<file path="config.mk">
export PLATFORM = sky130hd
export DESIGN_NAME = acc_mem_sched
export DESIGN_NICKNAME = d
export VERILOG_FILES = /design/src/rtl/acc_sched_pkg.sv /design/src/rtl/acc_promote.sv /design/src/rtl/age_track.sv /design/src/rtl/entry_prio.sv /design/src/rtl/prio_pick.sv /design/src/rtl/acc_mem_sched.sv
export SDC_FILE = /design/constraint.sdc
export NUM_CORES = 1
export LEC_CHECK = 0
export BUFFER_PORTS_ARGS = -buffer_cell sky130_fd_sc_hd__buf_2
export CORE_MARGIN = 5
export CORE_UTILIZATION = 56
export DETAILED_ROUTE_END_ITERATION = 16
export PLACE_DENSITY_LB_ADDON = 0.15
export SYNTH_ARGS = -nofsm -noshare
export SYNTH_HDL_FRONTEND = slang
export SYNTH_SLANG_ARGS = --single-unit
</file>
<file path="constraint.sdc">
create_clock -name clk -period 22.8 [get_ports clk]
set_clock_uncertainty 0.2 [all_clocks]
set_input_delay 4.56 -clock clk [delete_from_list [all_inputs] [get_ports clk]]
set_output_delay 4.56 -clock clk [all_outputs]
set_load 0.01 [all_outputs]
</file>
<file path="src/rtl/acc_sched_pkg.sv">
package acc_sched_pkg;
  typedef struct packed {
    logic crit;
    logic hit;
    logic urg;
  } prio_flags_t;
endpackage

</file>
<file path="src/rtl/acc_promote.sv">
module acc_promote #(
  parameter int NUM_CORES = 4,
  parameter int ACC_W     = 7,
  parameter int PROMO_PCT = 85
) (
  input  logic [NUM_CORES*ACC_W-1:0] core_acc_i,
  output logic [NUM_CORES-1:0]       promoted_o
);
  localparam logic [ACC_W-1:0] THRESH = ACC_W'(PROMO_PCT);

  for (genvar c = 0; c < NUM_CORES; c++) begin : g_core
    assign promoted_o[c] = core_acc_i[c*ACC_W +: ACC_W] >= THRESH;
  end
endmodule

</file>
<file path="src/rtl/age_track.sv">
module age_track #(
  parameter int NUM_ENTRIES = 8,
  parameter int AGE_W       = 6
) (
  input  logic                         clk,
  input  logic                         rst,
  input  logic [NUM_ENTRIES-1:0]       valid_i,
  input  logic [NUM_ENTRIES-1:0]       alloc_i,
  output logic [NUM_ENTRIES*AGE_W-1:0] age_o
);
  localparam logic [AGE_W-1:0] AGE_MAX = '1;

  for (genvar e = 0; e < NUM_ENTRIES; e++) begin : g_age
    logic [AGE_W-1:0] cnt_q;
    always_ff @(posedge clk) begin
      if (rst || alloc_i[e] || !valid_i[e]) cnt_q <= '0;
      else if (cnt_q != AGE_MAX)            cnt_q <= cnt_q + 1'b1;
    end
    assign age_o[e*AGE_W +: AGE_W] = cnt_q;
  end
endmodule

</file>
<file path="src/rtl/entry_prio.sv">
module entry_prio
  import acc_sched_pkg::*;
#(
  parameter int NUM_CORES = 4,
  parameter int NUM_BANKS = 4,
  parameter int ROW_W     = 8,
  localparam int CORE_W   = (NUM_CORES > 1) ? $clog2(NUM_CORES) : 1,
  localparam int BANK_W   = (NUM_BANKS > 1) ? $clog2(NUM_BANKS) : 1
) (
  input  logic                       pref_i,
  input  logic [CORE_W-1:0]          core_i,
  input  logic [BANK_W-1:0]          bank_i,
  input  logic [ROW_W-1:0]           row_i,
  input  logic [NUM_CORES-1:0]       promoted_i,
  input  logic [NUM_BANKS-1:0]       bank_open_i,
  input  logic [NUM_BANKS*ROW_W-1:0] bank_row_i,
  output prio_flags_t                flags_o
);
  logic good_core;
  logic [ROW_W-1:0] open_row;

  always_comb begin
    good_core     = promoted_i[core_i];
    open_row      = bank_row_i[bank_i*ROW_W +: ROW_W];
    flags_o.crit  = !pref_i || good_core;
    flags_o.urg   = !pref_i && !good_core;
    flags_o.hit   = bank_open_i[bank_i] && (open_row == row_i);
  end
endmodule

</file>
<file path="src/rtl/prio_pick.sv">
module prio_pick #(
  parameter int NUM_ENTRIES = 8,
  parameter int KEY_W       = 9,
  localparam int IDX_W      = (NUM_ENTRIES > 1) ? $clog2(NUM_ENTRIES) : 1
) (
  input  logic [NUM_ENTRIES-1:0]       valid_i,
  input  logic [NUM_ENTRIES*KEY_W-1:0] key_i,
  output logic                         any_o,
  output logic [IDX_W-1:0]             idx_o,
  output logic [KEY_W-1:0]             key_o
);
  always_comb begin
    any_o = 1'b0;
    idx_o = '0;
    key_o = '0;
    for (int i = 0; i < NUM_ENTRIES; i++) begin
      if (valid_i[i] && (!any_o || key_i[i*KEY_W +: KEY_W] > key_o)) begin
        any_o = 1'b1;
        idx_o = IDX_W'(i);
        key_o = key_i[i*KEY_W +: KEY_W];
      end
    end
  end
endmodule

</file>
<file path="src/rtl/acc_mem_sched.sv">
module acc_mem_sched
  import acc_sched_pkg::*;
#(
  parameter int NUM_ENTRIES = 8,
  parameter int NUM_CORES   = 4,
  parameter int NUM_BANKS   = 4,
  parameter int ROW_W       = 8,
  parameter int AGE_W       = 6,
  parameter int ACC_W       = 7,
  parameter int PROMO_PCT   = 85,
  localparam int CORE_W     = (NUM_CORES > 1) ? $clog2(NUM_CORES) : 1,
  localparam int BANK_W     = (NUM_BANKS > 1) ? $clog2(NUM_BANKS) : 1,
  localparam int IDX_W      = (NUM_ENTRIES > 1) ? $clog2(NUM_ENTRIES) : 1
) (
  input  logic                          clk,
  input  logic                          rst,
  input  logic [NUM_ENTRIES-1:0]        ent_valid_i,
  input  logic [NUM_ENTRIES-1:0]        ent_alloc_i,
  input  logic [NUM_ENTRIES-1:0]        ent_pref_i,
  input  logic [NUM_ENTRIES*CORE_W-1:0] ent_core_i,
  input  logic [NUM_ENTRIES*BANK_W-1:0] ent_bank_i,
  input  logic [NUM_ENTRIES*ROW_W-1:0]  ent_row_i,
  input  logic [NUM_CORES*ACC_W-1:0]    core_acc_i,
  input  logic [NUM_BANKS-1:0]          bank_open_i,
  input  logic [NUM_BANKS*ROW_W-1:0]    bank_row_i,
  output logic                          gnt_valid_o,
  output logic [IDX_W-1:0]              gnt_idx_o,
  output logic                          gnt_crit_o,
  output logic                          gnt_hit_o,
  output logic                          gnt_urg_o
);
  localparam int KEY_W = 3 + AGE_W;

  logic [NUM_CORES-1:0]         promoted;
  logic [NUM_ENTRIES*AGE_W-1:0] ages;
  logic [NUM_ENTRIES*KEY_W-1:0] keys;
  logic                         win_any;
  logic [IDX_W-1:0]             win_idx;
  logic [KEY_W-1:0]             win_key;

  acc_promote #(.NUM_CORES(NUM_CORES), .ACC_W(ACC_W), .PROMO_PCT(PROMO_PCT)) u_promote (
    .core_acc_i (core_acc_i),
    .promoted_o (promoted)
  );

  age_track #(.NUM_ENTRIES(NUM_ENTRIES), .AGE_W(AGE_W)) u_age (
    .clk     (clk),
    .rst     (rst),
    .valid_i (ent_valid_i),
    .alloc_i (ent_alloc_i),
    .age_o   (ages)
  );

  for (genvar e = 0; e < NUM_ENTRIES; e++) begin : g_ent
    prio_flags_t fl;
    entry_prio #(.NUM_CORES(NUM_CORES), .NUM_BANKS(NUM_BANKS), .ROW_W(ROW_W)) u_prio (
      .pref_i      (ent_pref_i[e]),
      .core_i      (ent_core_i[e*CORE_W +: CORE_W]),
      .bank_i      (ent_bank_i[e*BANK_W +: BANK_W]),
      .row_i       (ent_row_i[e*ROW_W +: ROW_W]),
      .promoted_i  (promoted),
      .bank_open_i (bank_open_i),
      .bank_row_i  (bank_row_i),
      .flags_o     (fl)
    );
    assign keys[e*KEY_W +: KEY_W] = {fl.crit, fl.hit, fl.urg, ages[e*AGE_W +: AGE_W]};
  end

  prio_pick #(.NUM_ENTRIES(NUM_ENTRIES), .KEY_W(KEY_W)) u_pick (
    .valid_i (ent_valid_i),
    .key_i   (keys),
    .any_o   (win_any),
    .idx_o   (win_idx),
    .key_o   (win_key)
  );

  always_ff @(posedge clk) begin
    if (rst) begin
      gnt_valid_o <= 1'b0;
      gnt_idx_o   <= '0;
      gnt_crit_o  <= 1'b0;
      gnt_hit_o   <= 1'b0;
      gnt_urg_o   <= 1'b0;
    end else begin
      gnt_valid_o <= win_any;
      gnt_idx_o   <= win_idx;
      gnt_crit_o  <= win_any && win_key[KEY_W-1];
      gnt_hit_o   <= win_any && win_key[KEY_W-2];
      gnt_urg_o   <= win_any && win_key[KEY_W-3];
    end
  end
endmodule

</file>
==> run metrics <==
run status completed; H-tree Lvls 2; antenna violations before repair 1; row cnt 42; clock sink count 55; wire per inst slightly below 20 um; EDFF count, synth 0; routability cong. 0.9646; nets@finish ~1,300; CP max FO 22; Mapped Avg Cell Area between 8 and 9 um^2; crit share post-route 0.8492; minimum clock period about 19,000 ps; HPWL Detailed around 19,000 um; largest net degree at the start of global routing 23; met1 GRT Util 0.3697; synth warn 0; die span in x between 100 and 150 um; Async S/R FF share, synth 0; Gate Count Post-Synth 854; Net Count, Synth 1,111; layout cell share with drive strength beyond 1 0.2961; register bit count reported by yosys 55; worst vdd rail ir drop ~32 uV; Crit-path slowest cell a31oi_1; clk_lat worst skew around 310 ps; Final ANT Viol Nets 0; grt met2 use 0.4882; first-pass GRT wire length approximately 38,000 um; Leakage between 3 and 4 nW; Setup crit start kind primary input; area growth from synthesis to layout 14.86%; GRT Total Usage 0.2926; chip height roughly 130 um; register area 0.001101 mm^2; number of setup buffers added after CTS 0; Initial Util 0.5741; number of hold buffers added after CTS 0; vias in the first global route between 7,000 and 8,000; die area approximately 0.016 mm^2; drt drc 0; Slew HR 0.1746; vias 7,580; worst slew pin tran ~1200 ps; Worst setup EP type flop; critical path class in -> reg; CTS buffer count 5; # resized after CTS 0; Clock Tree Buf Depth 2; max_cap viols 0; CTS tree yes; Buf/Inv on CP 2; endpoints failing hold 0; Core Region roughly 0.013 mm^2; WP data arrival 19,360 ps; GR Layer Usage met3 0.06803; setup_tns 0 ps; Port Buffers around 190; Post-Syn Area approximately 0.0077 mm^2; Total Wirelength ~24,000 um; # IOs just under 200; delay-heaviest family, CP compound AO/OA/AOI/OAI gates; total grt overflow 0; cell area power density around 56 mW/mm^2; Seq/Total Area, Yosys 0.1437; most frequent CP cell ha_1; FMAX approximately 52 MHz; dpl ws ~3300 ps; Fillers between 1,000 and 1,500; DRT iter0 DRCs 631; Slew Limit Fails 0; final core utilization 0.6594; Worst Hold Class reg -> reg; Main synth FF type dfxtp_1; via/cell ratio 6.332; Distinct cells, synth 66; unrepaired setup endpoints after global routing false; area of the multi-input gates slightly above 0.006 mm^2; Root Driver clkbuf_16; grt peak-use layer met2; Largest stage delay, worst path between 800 and 900 ps; Critical Path RT about 23,000 ps; final count of negative-setup-slack endpoints 0; Clock transition at path regs 80 ps; WHS 325.8 ps; fin worst setup slack ~3400 ps; Initial DRT Pass Iterations 5
Yosys cell counts (3+ instances only):
cell,instances,area (um^2)
mux4_2,66,1486
nand2_1,52,195.2
mux4_1,3,78.83
o211ai_1,5,37.54
mux2_2,10,112.6
a31oi_1,17,106.4
nand4_1,21,131.4
buf_2,3,15.01
clkbuf_1,21,78.83
xor2_1,42,367.9
nand3b_1,6,45.04
nand2b_1,12,75.07
nor2_1,78,292.8
a311oi_1,4,35.03
nor4_1,11,68.82
nor3b_1,5,37.54
dfxtp_1,55,1101
and3_1,8,50.05
a2111oi_0,4,35.03
inv_1,35,131.4
mux2i_1,34,340.3
a21oi_1,49,245.2
nor3_1,16,80.08
or2_2,12,75.07
ha_1,71,888.4
and2_1,9,56.30
nand3_1,29,145.1
a21o_1,6,45.04
a211oi_1,4,30.03
o21ai_0,43,215.2
o21a_1,8,60.06
buf_6,5,56.30
a221oi_1,5,43.79
xnor2_1,52,455.4
nor2b_1,7,43.79
layer usage:
| layer | share of wire | routed length (um) | vias to the layer above |
|---|---|---|---|
| met5 | 0 | 0 | - |
| met4 | 0.034 | 804 | 0 |
| met3 | 0.10 | 2461 | 56 |
| met2 | 0.49 | 11520 | 405 |
| met1 | 0.38 | 8963 | 3546 |
| li1 | - | - | 3573 |
worst paths after layout:
path	start	endpoint	slack, ps	depth (start not counted)
hold / removal	u_age.g_age[1].cnt_q[1]	u_age.g_age[1].cnt_q[1]	330	2
setup reg to reg	u_age.g_age[0].cnt_q[4]	gnt_crit_o	8610	55
setup / recovery	ent_bank_i[1]	gnt_crit_o	3440	59
hold reg to reg	u_age.g_age[1].cnt_q[1]	u_age.g_age[1].cnt_q[1]	330	2
placed cells by master, fill, tap and decap left out, types with 34 or more instances in the layout:
master | Yosys | layout
buf_2 | 3 | 192
nor2_1 | 78 | 78
ha_1 | 71 | 71
mux4_2 | 66 | 66
dfxtp_1 | 55 | 55
nand2_1 | 52 | 52
xnor2_1 | 52 | 52
a21oi_1 | 49 | 49
o21ai_0 | 43 | 43
xor2_1 | 42 | 42
inv_1 | 35 | 35
mux2i_1 | 34 | 34
kinds of logic after synthesis:
group,Yosys count,synth area share
DFF,55,0.1437
buffers and inverters,69,0.04229
xor gates and xnor gates,94,0.1074
muxes,113,0.2634
AOI/OAI and AO/OA,171,0.1424
adders and majority gates,71,0.1159
and+or+nand+nor,281,0.1848
cell type report:
class / count / area share
Clock inverter: 3 / 0.002559
Tap cell: 176 / 0.02502
Inverter: 35 / 0.01493
Antenna cell: 1 / 0.0002843
Sequential cell: 55 / 0.1251
Multi-Input combinational cell: 730 / 0.7087
Timing Repair Buffer: 192 / 0.1092
Clock buffer: 5 / 0.01422
stage by stage:
stage	cell area, um^2	cells	total power [mW]
after floorplan	7662	854	0.3299
after global placement	8651	1188	0.4002
after detailed placement	8651	1188	0.4056
after CTS	8798	1196	0.4890
after global routing	8801	1197	0.5284
final	8801	1197	0.4913
power breakdown:
part	leakage (nW)	total, mW	internal [mW]	switching [mW]
Combinational	3.17	0.305	0.139	0.166
Sequential	0.446	0.105	0.101	0.00313
Clock	0.0742	0.0819	0.0413	0.0406
sequential cells by signal, summed over array words and instances (netlist names):
register	flops
gnt_crit_o	1
gnt_valid_o	1
gnt_hit_o	1
gnt_idx_o	3
u_age.g_age.cnt_q	48
gnt_urg_o	1
tightest hold or removal path: cells and delay by family, from the launching register on:
kind / cells / cell delay, ps
DFF: 1 / 360
AOI/OAI and AO/OA: 1 / 50
and+or+nand+nor: 1 / 70
Note: power is estimated with default switching activity, not from simulation.
